===== config.mk =====
export PLATFORM = sky130hd
export DESIGN_NAME = sdr_rfsh_seq
export DESIGN_NICKNAME = d
export VERILOG_FILES = /design/src/rtl/sdr_rfsh_pkg.sv /design/src/rtl/rfsh_interval_timer.sv /design/src/rtl/rfsh_act_lockout.sv /design/src/rtl/rfsh_seq_ctrl.sv /design/src/rtl/sdr_rfsh_seq.sv
export SDC_FILE = /design/constraint.sdc
export NUM_CORES = 1
export LEC_CHECK = 0
export BUFFER_PORTS_ARGS = -buffer_cell sky130_fd_sc_hd__buf_4
export CAP_MARGIN = 20
export CORE_ASPECT_RATIO = 1.2
export CORE_MARGIN = 5
export CORE_UTILIZATION = 55
export CTS_CLUSTER_DIAMETER = 100
export DETAILED_ROUTE_END_ITERATION = 7
export PLACE_DENSITY_LB_ADDON = 0.08
export SKIP_CTS_REPAIR_TIMING = 1
export SLEW_MARGIN = 40
export SYNTH_ARGS = -nofsm -noshare
export SYNTH_HDL_FRONTEND = slang
export SYNTH_SLANG_ARGS = --single-unit
export TNS_END_PERCENT = 10

===== constraint.sdc =====
create_clock -name clk -period 2.7 [get_ports clk]
set_input_delay 0.27 -clock clk [delete_from_list [all_inputs] [get_ports clk]]
set_output_delay 0.27 -clock clk [all_outputs]
set_load 0.1 [all_outputs]

===== src/rtl/sdr_rfsh_pkg.sv =====
package sdr_rfsh_pkg;

  typedef enum logic [2:0] {
    CMD_NOP  = 3'd0,
    CMD_PALL = 3'd1,
    CMD_REF  = 3'd2,
    CMD_SRE  = 3'd3,
    CMD_SRX  = 3'd4
  } sdr_cmd_e;

  typedef enum logic [2:0] {
    ST_IDLE, ST_REQ, ST_PALL, ST_REF, ST_SRE, ST_SELF, ST_SRX, ST_RECOV
  } seq_state_e;

  localparam int unsigned RECOV_MAX = 9;
  localparam int unsigned LOCK_W    = $clog2(RECOV_MAX + 1);

  // Recovery clocks between refresh and next activate.
  function automatic logic [LOCK_W-1:0] recov_clks(input logic [1:0] code);
    case (code)
      2'b00:   recov_clks = LOCK_W'(3);
      2'b01:   recov_clks = LOCK_W'(6);
      default: recov_clks = LOCK_W'(RECOV_MAX);
    endcase
  endfunction

endpackage


===== src/rtl/rfsh_interval_timer.sv =====
module rfsh_interval_timer #(
  parameter int unsigned RC_W       = 9,
  parameter int unsigned UNIT_SHIFT = 4
) (
  input  logic            clk,
  input  logic            rst_n,
  input  logic [RC_W-1:0] cfg_interval,
  input  logic            hold,
  input  logic            reload,
  output logic            expire
);
  localparam int unsigned CNT_W = RC_W + UNIT_SHIFT;

  logic [CNT_W-1:0] cnt_q, cnt_d, load_val;
  logic             init_q;
  logic             cnt_en;

  // (interval + 1) * 16 - 1
  assign load_val = {cfg_interval, {UNIT_SHIFT{1'b1}}};

  always_comb begin
    cnt_d  = cnt_q;
    expire = 1'b0;
    cnt_en = 1'b1;
    if (reload || init_q) begin
      cnt_d = load_val;
    end else if (hold) begin
      cnt_en = 1'b0;
    end else if (cnt_q == '0) begin
      expire = 1'b1;
      cnt_d  = load_val;
    end else begin
      cnt_d = cnt_q - 1'b1;
    end
  end

  always_ff @(posedge clk or negedge rst_n) begin
    if (!rst_n) begin
      cnt_q  <= '0;
      init_q <= 1'b1;
    end else begin
      init_q <= 1'b0;
      if (cnt_en) cnt_q <= cnt_d;
    end
  end
endmodule


===== src/rtl/rfsh_act_lockout.sv =====
module rfsh_act_lockout #(
  parameter int unsigned W = 4
) (
  input  logic         clk,
  input  logic         rst_n,
  input  logic         load,
  input  logic [W-1:0] load_val,
  output logic         busy,
  output logic         last
);
  logic [W-1:0] cnt_q, cnt_d;
  logic         cnt_en;

  always_comb begin
    cnt_en = load || (cnt_q != '0);
    cnt_d  = load ? load_val : cnt_q - 1'b1;
  end

  always_ff @(posedge clk or negedge rst_n) begin
    if (!rst_n)      cnt_q <= '0;
    else if (cnt_en) cnt_q <= cnt_d;
  end

  assign busy = (cnt_q != '0);
  assign last = (cnt_q == W'(1));
endmodule


===== src/rtl/rfsh_seq_ctrl.sv =====
module rfsh_seq_ctrl
  import sdr_rfsh_pkg::*;
(
  input  logic       clk,
  input  logic       rst_n,
  input  logic       expire,
  input  logic       cfg_sr_req,
  input  logic       cfg_cke_cmd_mode,
  input  logic       bus_gnt,
  input  logic       lock_last,
  output seq_state_e state
);
  seq_state_e state_q, state_d;
  logic       pend_q, pend_en;
  logic       sr_want;

  assign sr_want = cfg_sr_req && !cfg_cke_cmd_mode;
  // Owed refresh: set by expiry, cleared when refresh goes out.
  assign pend_en = expire || (state_q == ST_REF);

  always_comb begin
    state_d = state_q;
    case (state_q)
      ST_IDLE:  if (pend_q || sr_want) state_d = ST_REQ;
      ST_REQ:   if (bus_gnt) state_d = ST_PALL;
      ST_PALL:  state_d = ST_REF;
      ST_REF:   state_d = sr_want ? ST_SRE : ST_IDLE;
      ST_SRE:   state_d = ST_SELF;
      ST_SELF:  if (!cfg_sr_req) state_d = ST_SRX;
      ST_SRX:   state_d = ST_RECOV;
      ST_RECOV: if (lock_last) state_d = ST_IDLE;
      default:  state_d = ST_IDLE;
    endcase
  end

  always_ff @(posedge clk or negedge rst_n) begin
    if (!rst_n) begin
      state_q <= ST_IDLE;
      pend_q  <= 1'b0;
    end else begin
      state_q <= state_d;
      if (pend_en) pend_q <= expire;
    end
  end

  assign state = state_q;
endmodule


===== src/rtl/sdr_rfsh_seq.sv =====
module sdr_rfsh_seq
  import sdr_rfsh_pkg::*;
#(
  parameter int unsigned RC_W      = 9,
  parameter int unsigned NUM_BANKS = 2
) (
  input  logic                 clk,
  input  logic                 rst_n,
  input  logic [RC_W-1:0]      cfg_interval,
  input  logic [1:0]           cfg_recov,
  input  logic                 cfg_sr_req,
  input  logic                 cfg_cke_cmd_mode,
  input  logic                 bus_gnt,
  output logic                 bus_req,
  output logic [2:0]           cmd_code,
  output logic [NUM_BANKS-1:0] cmd_bank_en,
  output logic                 cke,
  output logic                 act_block
);
  seq_state_e        state;
  logic              expire, t_hold, t_reload;
  logic              lk_load, lk_busy, lk_last;
  logic [LOCK_W-1:0] lk_val;
  sdr_cmd_e          cmd;

  assign t_hold   = (state == ST_SRE) || (state == ST_SELF) || (state == ST_SRX);
  assign t_reload = (state == ST_RECOV);

  rfsh_interval_timer #(.RC_W(RC_W), .UNIT_SHIFT(4)) u_timer (
    .clk(clk), .rst_n(rst_n), .cfg_interval(cfg_interval),
    .hold(t_hold), .reload(t_reload), .expire(expire)
  );

  assign lk_load = (state == ST_REF) || (state == ST_SRX);
  assign lk_val  = (state == ST_REF) ? recov_clks(cfg_recov) - 1'b1
                                     : LOCK_W'(RECOV_MAX - 1);

  rfsh_act_lockout #(.W(LOCK_W)) u_lock (
    .clk(clk), .rst_n(rst_n), .load(lk_load), .load_val(lk_val),
    .busy(lk_busy), .last(lk_last)
  );

  rfsh_seq_ctrl u_ctrl (
    .clk(clk), .rst_n(rst_n), .expire(expire), .cfg_sr_req(cfg_sr_req),
    .cfg_cke_cmd_mode(cfg_cke_cmd_mode), .bus_gnt(bus_gnt),
    .lock_last(lk_last), .state(state)
  );

  always_comb begin
    case (state)
      ST_PALL: cmd = CMD_PALL;
      ST_REF:  cmd = CMD_REF;
      ST_SRE:  cmd = CMD_SRE;
      ST_SRX:  cmd = CMD_SRX;
      default: cmd = CMD_NOP;
    endcase
  end

  genvar b;
  generate
    for (b = 0; b < NUM_BANKS; b++) begin : g_bank
      assign cmd_bank_en[b] = (cmd != CMD_NOP);
    end
  endgenerate

  assign cmd_code  = cmd;
  assign bus_req   = (state != ST_IDLE);
  assign cke       = !((state == ST_SRE) || (state == ST_SELF));
  assign act_block = (state != ST_IDLE) || lk_busy;
endmodule


**Yosys cells after proc, flatten, opt, wreduce, memory -nomap -nowiden**

Cells that the tools add are included.

- Input bits: 16
- Output and inout bits: 8
- Memory bits (writable): 0
- ROM bits: 0
- Bits in latches: 0
- Flip-flop bits (word level): 22
- Memories: 0
- Logic and storage cells: 59

- Equality and inequality tests: 14
- Bitwise logic cells: 0
- Divide/modulo/power cells: 0
- Reductions and logical operators: 19
- Shifts and indexed selects: 0
- Add/sub/neg operators: 3
- $mul: 0
- $lt $le $gt $ge: 0
- Mux-type cells: 18

Operators by type and width:

| kind | number |
|---|---|
| $mux W13 | 3 |
| $pmux W3 S8 | 1 |
| $mux W3 | 5 |
| $logic_not A13 Y1 | 1 |
| $sub A13 B1 Y13 const B | 1 |
| $eq A3 B3 Y1 const B | 4 |
| $pmux W3 S4 | 1 |
| $logic_or A1 B1 Y1 | 8 |
| $mux W4 | 2 |
| $pmux W4 S2 | 1 |
| $sub A4 B1 Y4 const B | 2 |
| $eq A3 B2 Y1 const B | 2 |
| $ne A2 B2 Y1 const B | 3 |
| $reduce_bool A3 Y1 | 2 |
| $mux W1 | 5 |
| $eq A4 B1 Y1 const B | 1 |
| $ne A2 B1 Y1 const B | 2 |
| $reduce_and A4 Y1 | 1 |
| $reduce_bool A4 Y1 | 1 |
| $eq A3 B1 Y1 const B | 1 |
| $logic_not A3 Y1 | 1 |
| $eq A2 B1 Y1 const B | 1 |
| $logic_not A1 Y1 | 2 |
| $logic_not A2 Y1 | 1 |
| 2 further kinds | 2 |

**Logic depth before layout (Yosys ltp)**

Gate-level depths: netlist (run 1).

- Word-level depth: 6
- Mapped depth: 8
- Depth with buffers taken out: 7

**Cells and area by module**

A second synthesis (run 1) with hierarchy kept.

- Cell total of the unflattened synthesis: 178
- Area, all modules: 1539.0 um^2

Modules (own cells, without submodules):

| module | cells each | seq. area each (um^2) | area an instance (um^2) | instances |
|---|---|---|---|---|
| rfsh_interval_timer | 110 | 351.6 | 934.6 | 1 |
| rfsh_act_lockout | 26 | 100.1 | 261.5 | 1 |
| rfsh_seq_ctrl | 23 | 100.1 | 222.7 | 1 |
| sdr_rfsh_seq | 19 | 0.0 | 120.1 | 1 |

**Worst setup path after synthesis (run 1)**

Ideal clock, no wire load.

- Path type: register -> output
- Start point: register u_ctrl.state_q[2] (netlist: u_ctrl.state[2])
- End point: output port cmd_code[0]
- Arrival time: 3406 ps
- Setup slack: -976 ps
- Data required time: 2430 ps
- Cell stages (with the launch flop): 6
- Buffers on the path: 3
- Path through: dfrtp_1 -> clkbuf_1 -> clkbuf_1 -> clkbuf_1 -> nand2_1 -> a21oi_1

- Word-level cells in the longest chain between the ends: 2
- Elaborated cells on any way between the ends: 5
- Those cells by class: eq/ne (4); mux (1)

Ends and longest elaborated chain:

| what | line | text |
|---|---|---|
| from (decl) | rfsh_seq_ctrl.sv:13 | `seq_state_e state_q, state_d;` |
| from (signal assigned) | rfsh_seq_ctrl.sv:41 | `state_q <= state_d;` |
| $eq A3 B3 Y1 or $eq A3 B2 Y1 (tied branches) | sdr_rfsh_seq.sv:50 | `case (state)` |
| $pmux W3 S4 (*) | sdr_rfsh_seq.sv:50 |  |
| to (decl) | sdr_rfsh_seq.sv:15 | `output logic [2:0] cmd_code,` |

Every way passes the cells marked *; elsewhere a longest branch is shown, timed or not.

**Worst setup path after layout (run 1)**

- Start point: register u_ctrl.state_q[2] (netlist: u_ctrl.state[2])
- End point: output port act_block

- Word-level cells in the longest chain between the ends: 2

Ends and longest elaborated chain:

| what | line | text |
|---|---|---|
| $reduce_bool A3 Y1 | sdr_rfsh_seq.sv:69 | `assign act_block = (state != ST_IDLE) \|\| lk_busy;` |
| $logic_or A1 B1 Y1 | sdr_rfsh_seq.sv:69 |  |
| to (decl) | sdr_rfsh_seq.sv:18 | `output logic act_block` |

Every way passes these cells.

==> flow_summary.yaml, run 1 <==
outcome:
  outcome: "finished clean"
finish:
  fillers: 226
  antenna_cells: 0
  ff_latch_area_um2: 552
  synthToLayoutAreaGrowth_pct: 17.2
  multi_input_area_um2: 861
  drive_gt1_frac: 0.201
  stdcell_area_mm2: 0.00170
  final_nets: 211
clock_tree:
  insertion_delay_ps: 310
  cts_sinks: 22
  cts_tree: "yes"
  root_buffer: "clkbuf_4"
  cts_made_buffers: 3
  cts.path.max_buffers: 2
  clkTransAtPathRegs_ps: 120
  htreeDepth: 1
worst_setup_path:
  cp.required_ps: 2430
  end_kind: "output pin"
  worstPathArrival_ps: 1800
  worst-r2r-cell-count: 5
  start_kind: "flip-flop"
  r2r_slack_ps: 710
  worstPathMaxFanout: 24
  rr_endpoint: "u_timer.cnt_q[12]$_DFFE_PN0P_"
  crit_type: "flip-flop to output pin"
  reg2reg_from: "u_timer.cnt_q[4]$_DFFE_PN0P_"
global_routing:
  grt_pass1_vias: 1373
  track_usage: 0.200
  grt_pass1_wl_um: 6040
  grt_overflow_total: 0
  antenna_found_initial: 0
  grt_max_degree: 25
route:
  wl_per_cell_um: 15.5
  drc_errors: 0
  vias: 1364
  wl_um: 3450
  ant_nets: 0
  vias_per_cell: 6.14
  drtIter0Drc: 56
  drtPass1Iterations: 5
yosys:
  synth_warnings: 0
  synth_area_mm2: 0.00145
  syn_nets: 189
  ys_async_sr_fraction: 1.00
  synth_edf_count: 0
  ys_types: 45
  ys_seq_area_frac: 0.380
  synthCells: 168
  synth_ff_type: "dfrtp_1"
  ys_seq_elements: 22
  syn_avg_cell_area_um2: 8.65
placed_design:
  dpl.hpwl_um: 2570
  placed_cell_area_mm2: 0.00165
  io_buffers: 23
  place.gp.congestion: 0.883
worst_hold_path:
  min_to: "u_ctrl.state[2]$_DFFE_PN0P_"
  min_path_type: "primary input to flip-flop"
  hold_depth: 2
  min-delay-start: "cfg_cke_cmd_mode"
timing:
  finalHoldViolations: 0
  worstMarginPinSlew_ps: 540
  whs_ps: 135
  max_freq_mhz: 484
  finClkSkew_ps: 3.92
  finalSetupTns_ps: 0
  slew_headroom: 0.637
  finalCritPeriodShare: 0.766
  rsz0062_at_grt: "false"
  slew_viol_final: 0
  setup_viol: 0
  fin_crit_ps: 2070
floorplanning:
  ioPinCount: 24
  die-area_mm2: 0.00377
  fp.dieW_um: 56.9
  rows: 20
  coreArea_mm2: 0.00253
  initial_core_util: 0.575
  fp.dieH_um: 66.3
run:
  cap_viol_max_count: 0
power_and_ir_drop:
  pwr-share-seq: 0.319
  power_leakage_nw: 0.738
  combPwrFrac: 0.595
  internal-power_w: 0.000945
  p_per_area_mw_per_mm2: 1240
  sw_frac_of_total: 0.551
  net-switching-power_w: 0.00116
  peakVddDrop_v: 0.00135
  clkPwrFrac: 0.087
Yosys cell counts, types with 2 or more instances:
master / number / area, um^2
dfrtp_1: 21 / 526
nor2_1: 18 / 67.6
nand2_1: 17 / 63.8
a21oi_1: 14 / 70.1
nand3_1: 11 / 55.1
nor3_1: 8 / 40.0
clkbuf_1: 6 / 22.5
inv_1: 6 / 22.5
ha_1: 5 / 62.6
o22ai_1: 4 / 25.0
or3_1: 4 / 25.0
a22oi_1: 3 / 22.5
a31oi_1: 3 / 18.8
a32oi_1: 3 / 26.3
and2_1: 3 / 18.8
nand2b_1: 3 / 18.8
o21ai_1: 3 / 15.0
o2bb2a_1: 3 / 30.0
mux2i_1: 2 / 20.0
nor4_1: 2 / 12.5
o211ai_1: 2 / 15.0
o21ai_0: 2 / 10.0
o41ai_1: 2 / 17.5
xor2_1: 2 / 17.5
power groups by stage:
stage / Clock [W] / Sequential (W) / Combinational (W)
after floorplan: 0 / 0.000591 / 0.00109
after global placement: 0 / 0.000664 / 0.00122
after detailed placement: 0 / 0.000668 / 0.00125
after CTS: 0.000191 / 0.000661 / 0.00125
after global routing: 0.000208 / 0.000696 / 0.00136
final: 0.000182 / 0.000670 / 0.00125
through the flow:
stage               worst slack [ps]  power (W)  instances   util
finish                           632    0.00210        222  0.674
global route                     525    0.00226        222  0.674
CTS                              625    0.00211        221  0.667
detailed placement               740    0.00192        217  0.653
global placement                 717    0.00189        217  0.653
floorplan                      -69.6    0.00168        168      -
placed cells by master (no fill, tap or decap), drive strengths merged, types with 2 or more instances in the layout:
master,netlist,routed
or3,4,4
ha,5,5
nand3,11,11
dfrtp,21,21
inv,6,6
a21oi,14,14
a22oi,3,3
xor2,2,2
a32oi,3,3
nand2,17,17
a31oi,3,3
clkbuf,6,4
nand2b,3,3
and2,4,4
nor2,18,18
mux2i,2,2
nor3,8,8
o211ai,2,2
o2bb2a,3,3
nor4,3,3
o22ai,4,4
buf,2,24
o21ai,5,5
o41ai,2,2
worst max path at each step:
stage / end / slack [ps] / cells past startpoint / start
finish: act_block / 630 / 4 / u_ctrl.state[2]$_DFFE_PN0P_
floorplan: cmd_bank_en[1] / -70 / 6 / u_ctrl.state[2]$_DFFE_PN0P_
detailed placement: u_timer.cnt_q[12]$_DFFE_PN0P_ / 740 / 5 / u_timer.cnt_q[4]$_DFFE_PN0P_
global route: u_timer.cnt_q[12]$_DFFE_PN0P_ / 530 / 5 / u_timer.cnt_q[4]$_DFFE_PN0P_
global placement: u_timer.cnt_q[12]$_DFFE_PN0P_ / 720 / 5 / u_timer.cnt_q[4]$_DFFE_PN0P_
CTS: act_block / 620 / 4 / u_ctrl.state[2]$_DFFE_PN0P_
sequential cells by signal (all words and copies together), names as in the netlist:
register and count:
u_timer.cnt_q 13, u_lock.cnt_q 4, u_ctrl.state 3, u_ctrl.pend_q 1, u_timer.init_q 1
final cells by class:
class                           instances  share of cell area
Clock buffer                            4              0.0213
Inverter                                6              0.0132
Sequential cell                        22               0.324
Multi-Input combinational cell        132               0.506
Timing Repair Buffer                   25               0.112
Tap cell                               33              0.0242
cell families after synthesis:
group	count (synthesis)	share of synthesized area
other	1	0.00258
DFF	22	0.380
and+or+nand+nor	74	0.274
xor gates and xnor gates	2	0.0121
muxes	3	0.0215
AOI/OAI and AO/OA	47	0.223
adders and majority gates	5	0.0431
buffers and inverters	14	0.0439
metal layers:
layer,wire [um],GRT usage,vias up
met3,163,0.0215,4
met5,0,0,-
li1,-,-,662
met1,1470,0.240,651
met4,32,0.0783,0
met2,1780,0.360,47
critical path, stage by stage, from the launching register on:
cell and delay, ps:
dfrtp_1 400, buf_4 210, or3_1 400, or2_1 240, buf_4 230
No activity file was read; power rests on OpenSTA's default activity.
==> run 2, diff against run 1 <==
--- a/config.mk
+++ b/config.mk
@@ -5,11 +5,12 @@
 export SDC_FILE = /design/constraint.sdc
 export NUM_CORES = 1
 export LEC_CHECK = 0
+export ABC_AREA = 1
 export BUFFER_PORTS_ARGS = -buffer_cell sky130_fd_sc_hd__buf_4
 export CAP_MARGIN = 20
 export CORE_ASPECT_RATIO = 1.2
 export CORE_MARGIN = 5
-export CORE_UTILIZATION = 55
+export CORE_UTILIZATION = 51
 export CTS_CLUSTER_DIAMETER = 100
 export DETAILED_ROUTE_END_ITERATION = 7
 export PLACE_DENSITY_LB_ADDON = 0.08
==> constraint.sdc (replaced) <==
create_clock -name clk -period 1.9 [get_ports clk]
set_input_delay 0.19 -clock clk [delete_from_list [all_inputs] [get_ports clk]]
set_output_delay 0.19 -clock clk [all_outputs]
set_load 0.1 [all_outputs]
==> flow_summary.yaml, run 2 <==
outcome:
  outcome: "finished clean"
route:
  wl_met2_um: 1660
  met1_length_um: 1380
  top_layer_used: "met4"
  vias_per_cell: 5.01
  drtIter0Drc: 66
  drtPass1Iterations: 4
  wl_um: 3260
  vias: 1433
  drc_errors: 0
  met3_length_um: 161
  wl_per_cell_um: 11.4
  ant_nets: 0
yosys:
  ys_seq_area_frac: 0.354
  ys_seq_elements: 22
  synth.most_common_cell: "nand2_1"
  synthCells: 226
  syn_nets: 247
  yosys.area.top_type: "dfrtp_1"
  ys_async_sr_fraction: 1.00
  synth_edf_count: 0
  synth_common_cells: "69 x nand2_1, 32 x inv_1, 28 x nand3_1, 21 x dfrtp_1, 17 x nor2_1"
  syn_avg_cell_area_um2: 6.90
  synth_ff_type: "dfrtp_1"
  synth_area_mm2: 0.00156
  ys_types: 30
  synth_top_area_frac: 0.337
  synth_warnings: 0
  synth_area_leaders: "dfrtp_1 34%, nand2_1 17%, nand3_1 9.0%"
finish:
  multi_input_area_um2: 867
  final_nets: 272
  ff_latch_area_um2: 553
  final_cell_mix: "68 x nand2_1, 32 x inv_1, 28 x nand3_1"
  top_register: "u_timer.cnt_q"
  synthToLayoutAreaGrowth_pct: 17.1
  stdcell_area_mm2: 0.00183
  fillers: 275
  antenna_cells: 0
  layout_commonest_cell: "nand2_1"
  drive_gt1_frac: 0.224
  largest_reg_flops: 13
placed_design:
  dpl.hpwl_um: 2540
  place.gp.congestion: 0.861
  placed_cell_area_mm2: 0.00178
  io_buffers: 23
floorplanning:
  initial_core_util: 0.520
  ioPinCount: 24
  fp.dieH_um: 70.6
  rows: 22
  die-area_mm2: 0.00427
  coreArea_mm2: 0.00300
  fp.dieW_um: 60.5
clock_tree:
  root_buffer: "clkbuf_4"
  cts_tree: "yes"
  htreeDepth: 1
  cts_made_buffers: 3
  cts_sinks: 22
  cts.path.max_buffers: 2
  insertion_delay_ps: 320
  clkTransAtPathRegs_ps: 130
power_and_ir_drop:
  p_per_area_mw_per_mm2: 1470
  power_leakage_nw: 0.987
  peakVddDrop_v: 0.00153
worst_setup_path:
  cpLargestDelayFamily: "buffers and inverters"
  start_kind: "flip-flop"
  crit_type: "flip-flop to output pin"
  crit_start: "u_ctrl.state[2]$_DFFE_PN0P_"
  crit_chain: "inv_2, nand2_1, o21ai_2, buf_4"
  cp_num_buf_inv: 2
  reg2reg_from: "u_timer.cnt_q[0]$_DFFE_PN0P_"
  slowest_stage: "dfrtp_1"
  cp.required_ps: 1710
  worstPathMaxFanout: 9
  end_kind: "output pin"
  worstPathArrival_ps: 1630
  max_stage_delay_ps: 520
timing:
  finClkSkew_ps: 7.87
  fin_crit_ps: 1820
  finalHoldViolations: 0
  finalSetupTns_ps: 0
  slew_viol_final: 0
  finalCritPeriodShare: 0.955
  setup_viol: 0
  rsz0062_at_grt: "true"
  max_freq_mhz: 551
run:
  cap_viol_max_count: 0
global_routing:
  antenna_found_initial: 0
  grt_max_degree: 23
  track_usage: 0.168
  grt_pass1_wl_um: 5530
  grt_pass1_vias: 1316
  grt_overflow_total: 0
worst_hold_path:
  min-delay-start: "cfg_interval[1]"
  min_path_type: "primary input to flip-flop"
run 2: per-layer routing:
layer | vias to the layer above | track usage
li1 | 752 | -
met1 | 649 | 0.206
met2 | 27 | 0.287
met3 | 5 | 0.0201
met4 | 0 | 0.0795
met5 | - | 0
run 2: cells by family after synthesis:
| logic type | after synthesis | share of synthesized area |
|---|---|---|
| AOI/OAI and AO/OA | 21 | 0.0802 |
| xor gates and xnor gates | 4 | 0.0225 |
| adders and majority gates | 5 | 0.0401 |
| buffers and inverters | 41 | 0.109 |
| DFF | 22 | 0.354 |
| other | 1 | 0.00240 |
| and+or+nand+nor | 132 | 0.392 |
run 2: final timing paths:
kind | end | slack [ps] | depth (start not counted)
min in group asynchronous | u_timer.cnt_q[5]$_DFFE_PN0P_ | 280 | 2
max in group asynchronous | u_timer.init_q$_DFF_PN1_ | 1340 | 2
max | cmd_bank_en[1] | 80 | 4
max reg2reg | u_timer.cnt_q[12]$_DFFE_PN0P_ | 390 | 9
min | u_timer.cnt_q[5]$_DFFE_PN0P_ | 70 | 3
min reg2reg | u_timer.cnt_q[0]$_DFFE_PN0P_ | 470 | 1
run 2: metrics by stage:
stage / setup WS [ps] / cells / util / total power [W] / hold slack (ps)
after floorplan: -122 / 226 / - / 0.00215 / -106
after global placement: 365 / 281 / 0.592 / 0.00241 / 95.5
after detailed placement: 337 / 281 / 0.592 / 0.00242 / 94.4
after CTS: -28.5 / 285 / 0.604 / 0.00269 / -268
after global routing: -20.8 / 286 / 0.609 / 0.00290 / 65.1
final: 84.7 / 286 / 0.609 / 0.00268 / 67.8
run 2: layout make-up:
| type | instances | area share |
|---|---|---|
| well taps | 36 | 0.0247 |
| clock buffers | 4 | 0.0199 |
| flip-flops and latches | 22 | 0.303 |
| multi-input cells | 163 | 0.475 |
| inverters | 37 | 0.0760 |
| repair buffers | 24 | 0.102 |
run 2: report_power, final:
part	switching [W]	leakage [nW]	internal, W	total (W)
logic	0.00116	0.714	0.000451	0.00161
registers	0.000187	0.252	0.000624	0.000811
clock network	0.000150	0.0210	0.000117	0.000267
run 2: worst min-delay path, cell delays in order:
cell and delay [ps]:
buf_4 70, nand2_1 40, nand3_1 60
